==> src/rtl/arb_pkg.sv <==
package arb_pkg;

    // States of the owning master
    typedef enum logic [1:0] {
        M_OWN      = 2'd0,
        M_GRANT    = 2'd1,
        M_RELEASED = 2'd2
    } mst_state_t;

    // States of the alternate requester
    typedef enum logic [1:0] {
        Q_IDLE = 2'd0,
        Q_ASK  = 2'd1,
        Q_OWN  = 2'd2
    } req_state_t;

    // Bit positions inside the synchronized watch vector
    localparam int unsigned W_AS   = 0;
    localparam int unsigned W_DTK  = 1;
    localparam int unsigned W_EXT  = 2;
    localparam int unsigned W_BITS = 3;

endpackage

==> src/rtl/arb_sync.sv <==
module arb_sync #(
    parameter int unsigned        STAGES = 2,
    parameter int unsigned        WIDTH  = 3,
    parameter logic [WIDTH-1:0]   IDLE   = '1
) (
    input  logic             clk,
    input  logic             rst_n,
    input  logic [WIDTH-1:0] d,
    output logic [WIDTH-1:0] q
);

    generate
        if (STAGES == 0) begin : g_pass
            assign q = d;
        end else begin : g_chain
            logic [STAGES-1:0][WIDTH-1:0] chain;

            always_ff @(posedge clk or negedge rst_n) begin
                if (!rst_n) begin
                    for (int i = 0; i < int'(STAGES); i++) begin
                        chain[i] <= IDLE;
                    end
                end else begin
                    chain[0] <= d;
                    for (int i = 1; i < int'(STAGES); i++) begin
                        chain[i] <= chain[i-1];
                    end
                end
            end

            assign q = chain[STAGES-1];
        end
    endgenerate

endmodule

==> src/rtl/arb_master_fsm.sv <==
module arb_master_fsm
    import arb_pkg::*;
(
    input  logic clk,
    input  logic rst_n,
    input  logic req_n,
    input  logic gack_n,
    output logic grant_n,
    output logic release_o
);

    mst_state_t state, state_nx;

    always_ff @(posedge clk or negedge rst_n) begin
        if (!rst_n) begin
            state <= M_OWN;
        end else begin
            state <= state_nx;
        end
    end

    always_comb begin
        state_nx = state;
        unique case (state)
            M_OWN: begin
                if (!req_n) begin
                    state_nx = M_GRANT;
                end
            end
            M_GRANT: begin
                if (!gack_n) begin
                    state_nx = M_RELEASED;
                end else if (req_n) begin
                    state_nx = M_OWN;
                end
            end
            M_RELEASED: begin
                if (gack_n) begin
                    state_nx = M_OWN;
                end
            end
            default: state_nx = M_OWN;
        endcase
    end

    always_comb begin
        grant_n   = 1'b1;
        release_o = 1'b0;
        unique case (state)
            M_OWN:      ;
            M_GRANT:    grant_n   = 1'b0;
            M_RELEASED: release_o = 1'b1;
            default:    ;
        endcase
    end

endmodule

==> src/rtl/arb_requester_fsm.sv <==
module arb_requester_fsm
    import arb_pkg::*;
(
    input  logic              clk,
    input  logic              rst_n,
    input  logic              want,
    input  logic              grant_n,
    input  logic [W_BITS-1:0] watch_q,
    output logic              req_n,
    output logic              gack_n,
    output logic              owns
);

    req_state_t state, state_nx;
    logic       quiet;

    // Every watched line is active low: quiet means all of them read 1
    assign quiet = &watch_q;

    always_ff @(posedge clk or negedge rst_n) begin
        if (!rst_n) begin
            state <= Q_IDLE;
        end else begin
            state <= state_nx;
        end
    end

    always_comb begin
        state_nx = state;
        unique case (state)
            Q_IDLE: begin
                if (want) begin
                    state_nx = Q_ASK;
                end
            end
            Q_ASK: begin
                if (!want) begin
                    state_nx = Q_IDLE;
                end else if (!grant_n && quiet) begin
                    state_nx = Q_OWN;
                end
            end
            Q_OWN: begin
                if (!want) begin
                    state_nx = Q_IDLE;
                end
            end
            default: state_nx = Q_IDLE;
        endcase
    end

    always_comb begin
        req_n  = 1'b1;
        gack_n = 1'b1;
        owns   = 1'b0;
        unique case (state)
            Q_IDLE: ;
            Q_ASK:  req_n = 1'b0;
            Q_OWN: begin
                gack_n = 1'b0;
                owns   = 1'b1;
            end
            default: ;
        endcase
    end

endmodule

==> src/rtl/arb_bus_handover.sv <==
module arb_bus_handover
    import arb_pkg::*;
#(
    parameter int unsigned SYNC_STAGES = 2
) (
    input  logic clk,
    input  logic rst_n,
    input  logic dma_want,
    input  logic as_n,
    input  logic dtack_n,
    input  logic ext_gack_n,
    output logic bus_req_n,
    output logic bus_grant_n,
    output logic bus_gack_n,
    output logic dma_owns,
    output logic master_release
);

    logic [W_BITS-1:0] watch_raw;
    logic [W_BITS-1:0] watch_q;

    always_comb begin
        watch_raw        = '1;
        watch_raw[W_AS]  = as_n;
        watch_raw[W_DTK] = dtack_n;
        watch_raw[W_EXT] = ext_gack_n;
    end

    arb_sync #(
        .STAGES (SYNC_STAGES),
        .WIDTH  (W_BITS),
        .IDLE   ({W_BITS{1'b1}})
    ) i_sync (
        .clk   (clk),
        .rst_n (rst_n),
        .d     (watch_raw),
        .q     (watch_q)
    );

    arb_requester_fsm i_req (
        .clk     (clk),
        .rst_n   (rst_n),
        .want    (dma_want),
        .grant_n (bus_grant_n),
        .watch_q (watch_q),
        .req_n   (bus_req_n),
        .gack_n  (bus_gack_n),
        .owns    (dma_owns)
    );

    arb_master_fsm i_mst (
        .clk       (clk),
        .rst_n     (rst_n),
        .req_n     (bus_req_n),
        .gack_n    (bus_gack_n),
        .grant_n   (bus_grant_n),
        .release_o (master_release)
    );

endmodule

==> config.mk <==
export PLATFORM = sky130hd
export DESIGN_NAME = arb_bus_handover
export DESIGN_NICKNAME = d
export VERILOG_FILES = /design/src/rtl/arb_pkg.sv /design/src/rtl/arb_sync.sv /design/src/rtl/arb_master_fsm.sv /design/src/rtl/arb_requester_fsm.sv /design/src/rtl/arb_bus_handover.sv
export SDC_FILE = /design/constraint.sdc
export NUM_CORES = 1
export LEC_CHECK = 0
export BUFFER_PORTS_ARGS = -buffer_cell sky130_fd_sc_hd__buf_2
export CAP_MARGIN = 0
export CORE_AREA = 2 2 39 41
export CTS_CLUSTER_SIZE = 24
export DETAILED_ROUTE_END_ITERATION = 10
export DIE_AREA = 0 0 41 43
export PLACE_DENSITY_LB_ADDON = 0.3
export SYNTH_ARGS = -nofsm -noshare
export SYNTH_HDL_FRONTEND = slang
export SYNTH_SLANG_ARGS = --single-unit
==> constraint.sdc <==
create_clock -name clk -period 1.1 [get_ports clk]
set_input_delay 0.22 -clock clk [delete_from_list [all_inputs] [get_ports clk]]
set_output_delay 0.22 -clock clk [all_outputs]
set_load 0.05 [all_outputs]
==> key figures <==
Clock tree
  • CTS tree: built
  • Clock-pin slew on the worst setup and hold paths: 60 ps
  • Clk buf depth: 2
  • Clock Latency Late Sink: 260 ps
  • CTS H-tree depth: 1
  • Cts bufs inserted: 3
  • Root buffer cell: clkbuf_4
  • Clk sinks: 10

Synth
  • Cell with the most instances after synthesis: dfstp_2
  • Instance count of the mapped netlist: 24
  • Yosys warnings: 0
  • Synth Flop Type: dfstp_2
  • Most frequent cells after synthesis: dfstp_2 (6), dfrtp_1 (4), inv_1 (4), nand2b_1 (4)
  • Cell taking the most area after synthesis: dfstp_2
  • Mapped Nets: 30
  • Ys async rst share: 100%
  • Yosys reg bits: 10
  • Area contributors post-synth: dfstp_2 (46%), dfrtp_1 (29%), nand2b_1 (7.2%), inv_1 (4.3%), and4bb_1 (3.6%)
  • Post-synth EDFFs: 0
  • Post-synth top area share: between 40 and 50%
  • Post-Syn Area: 345 sq um
  • Cell variety after synth: 10
  • Sequential-to-total area share from yosys stat: 74.6%
  • Synthesized area per cell: 14.4 sq um

Floorplan
  • I/O pins: 11
  • Die Height: 43 um
  • Rows: 14
  • Area of the core: 1380 sq um
  • Die footprint: 1760 sq um
  • Initial Util: 25.0%
  • Die X: 41 um

Global routing
  • GR Util All Layers: about a tenth
  • Largest net degree at the start of global routing: 11
  • Vias in the first global route: 266
  • Global-route wire length before repair: 1130 um
  • GR Overflow Total: 0
  • Initial antenna violation count: 0

Power and ir drop
  • Sw Share: 22.2%
  • Seq pwr share: 55.5%
  • Leak pwr: 0.259 nW
  • Sw Pwr: around 160 uW
  • Worst vdd ir: between 0.6 and 0.7 mV
  • Clock network fraction of design power: 32.1%
  • Logic pwr share: 12.4%
  • Pwr dens: 1310 nW/um^2
  • Pint: 562 uW

Worst setup path
  • Crit path kind: reg -> out
  • Critical Path RT: between 800 and 900 ps
  • CP max FO: 4
  • Arr. time, crit path: 1040 ps
  • CP startpoint kind: flop
  • CP startpoint: i_req.state[1]$_DFFE_PN0P_
  • Critical path endpoint category: output pin
  • Reg2reg start: i_req.state[1]$_DFFE_PN0P_

Finish
  • Final std cells w/o fill: roughly 60
  • Final cell utilization of the core: 39.9%
  • Area growth syn-to-layout: 59.8%
  • ANT cells: 0
  • Fraction of final layout cells with drive strength greater than 1: 69.8%
  • Nets@finish: 51

Timing
  • Max-slew headroom: a little over four fifths
  • Max frequency: 0.794 GHz
  • Final Hold Fails: 0
  • Final Setup Violations: 5
  • Clock Skew: 2.48 ps
  • Slew of the pin with the lowest slew margin: roughly 230 ps
  • Fin crit period: 1260 ps
  • Final period utilization: 115%
  • Unrepaired setup endpoints after global routing: yes
  • Slew Viols, Final: 0
  • Final WS setup: -160 ps

Outcome
  • Status: complete, but fails checks
  • Failing checks: negative setup slack

Worst hold path
  • Hold Crit Start: dtack_n
  • Hold Crit Class: in -> reg

Run
  • Maxcap violations: 0

Routing
  • Initial drt markers: 4
  • DR pass1 iterations: 3
  • Routed wire length: 653 um
  • Routed Antenna Nets: 0
  • Vias: 258
  • Routed WL per cell: 11.1 um
  • Residual DRC: 0
  • Routed vias/inst: 4.37

Placement
  • Routability Congestion: 0.556
  • Buffers added on ports: 10
  • Final HPWL DP: 455 um
  • Inst Count DP: 50
==> worst paths after layout <==
| path | slack (ps) | cells past startpoint | end |
|---|---|---|---|
| min in group asynchronous | 330 | 2 | i_req.state[0]$_DFFE_PN0P_ |
| max | -160 | 3 | dma_owns |
| min | 60 | 1 | i_sync.g_chain.chain[1]$_DFF_PN1_ |
| max reg2reg | 20 | 4 | i_req.state[1]$_DFFE_PN0P_ |
| max in group asynchronous | 520 | 2 | i_sync.g_chain.chain[2]$_DFF_PN1_ |
| min reg2reg | 350 | 0 | i_sync.q[0]$_DFF_PN1_ |
==> timing repair <==
action | 4_1_cts | 5_1_grt
resized for setup | 9 | 7
hold buffers | 1 | 0
hold endpoints to repair | 4 | 0
gates cloned | 0 | 0
setup buffers | 2 | 3
endpoints found under the setup margin | 5 | 5
==> layer usage <==
layer	GRT usage, %	wire [um]	vias to the layer above
li1	-	-	116
met4	8.00	25	0
met3	4.71	48	3
met2	14.1	354	14
met1	12.2	224	125
met5	0	0	-
==> state kept, by name, indices dropped and copies added (netlist names) <==
name / cells
i_mst.state: 2
i_req.state: 2
i_sync.g_chain.chain: 3
i_sync.q: 3
==> power by group through the flow <==
stage / sequential, mW / clock, mW / combinational, mW
floorplan: 0.405 / 0 / 0.0352
global placement: 0.406 / 0 / 0.0573
detailed placement: 0.407 / 0 / 0.0595
CTS: 0.401 / 0.248 / 0.0749
global route: 0.403 / 0.271 / 0.0978
finish: 0.401 / 0.232 / 0.0894
==> critical path: stages (launching register included) <==
cell and delay [ps]:
dfrtp_2 430, nand2b_4 100, clkinvlp_4 100, buf_8 150
==> placed cells by master, fill, tap and decap left out <==
cell and n:
dfstp_2 6, buf_4 6, buf_2 5, nand2b_4 3, clkbuf_4 3, dfrtp_1 3, buf_8 3, inv_1 2
clkinvlp_4 1, inv_2 1, nor2_1 1, and4_1 1, and4bb_1 1, a22o_1 1, nand2b_1 1, a21oi_1 1
a311oi_1 1, dlygate4sd3_1 1, dfrtp_2 1, buf_6 1
==> per-stage QoR <==
step	total power [mW]	setup WS, ps	setup TNS [ps]	cell area, sq um	hold slack, ps
final	0.722	-160	-673	552	59.8
after global routing	0.772	-216	-989	552	42.1
after CTS	0.724	-174	-756	502	49.9
after detailed placement	0.467	19.6	0	427	87.1
after global placement	0.464	42.7	0	427	81.2
after floorplan	0.440	-169	-169	357	-75.6
==> area by class of cell <==
type	count	area [sq um]
Sequential cell	10	259
Timing Repair Buffer	16	136
Tap cell	16	20.0
Inverter	4	18.8
Clock buffer	3	22.5
Multi-Input combinational cell	10	95.1
Fill cell	140	832
==> logic make-up after synthesis <==
logic type / Yosys count / synth area share [%]
compound gates: 3 / 6.52
buf+inv: 4 / 4.35
flops: 10 / 74.6
simple gates: 7 / 14.5
No activity file was read; power rests on OpenSTA's default activity.
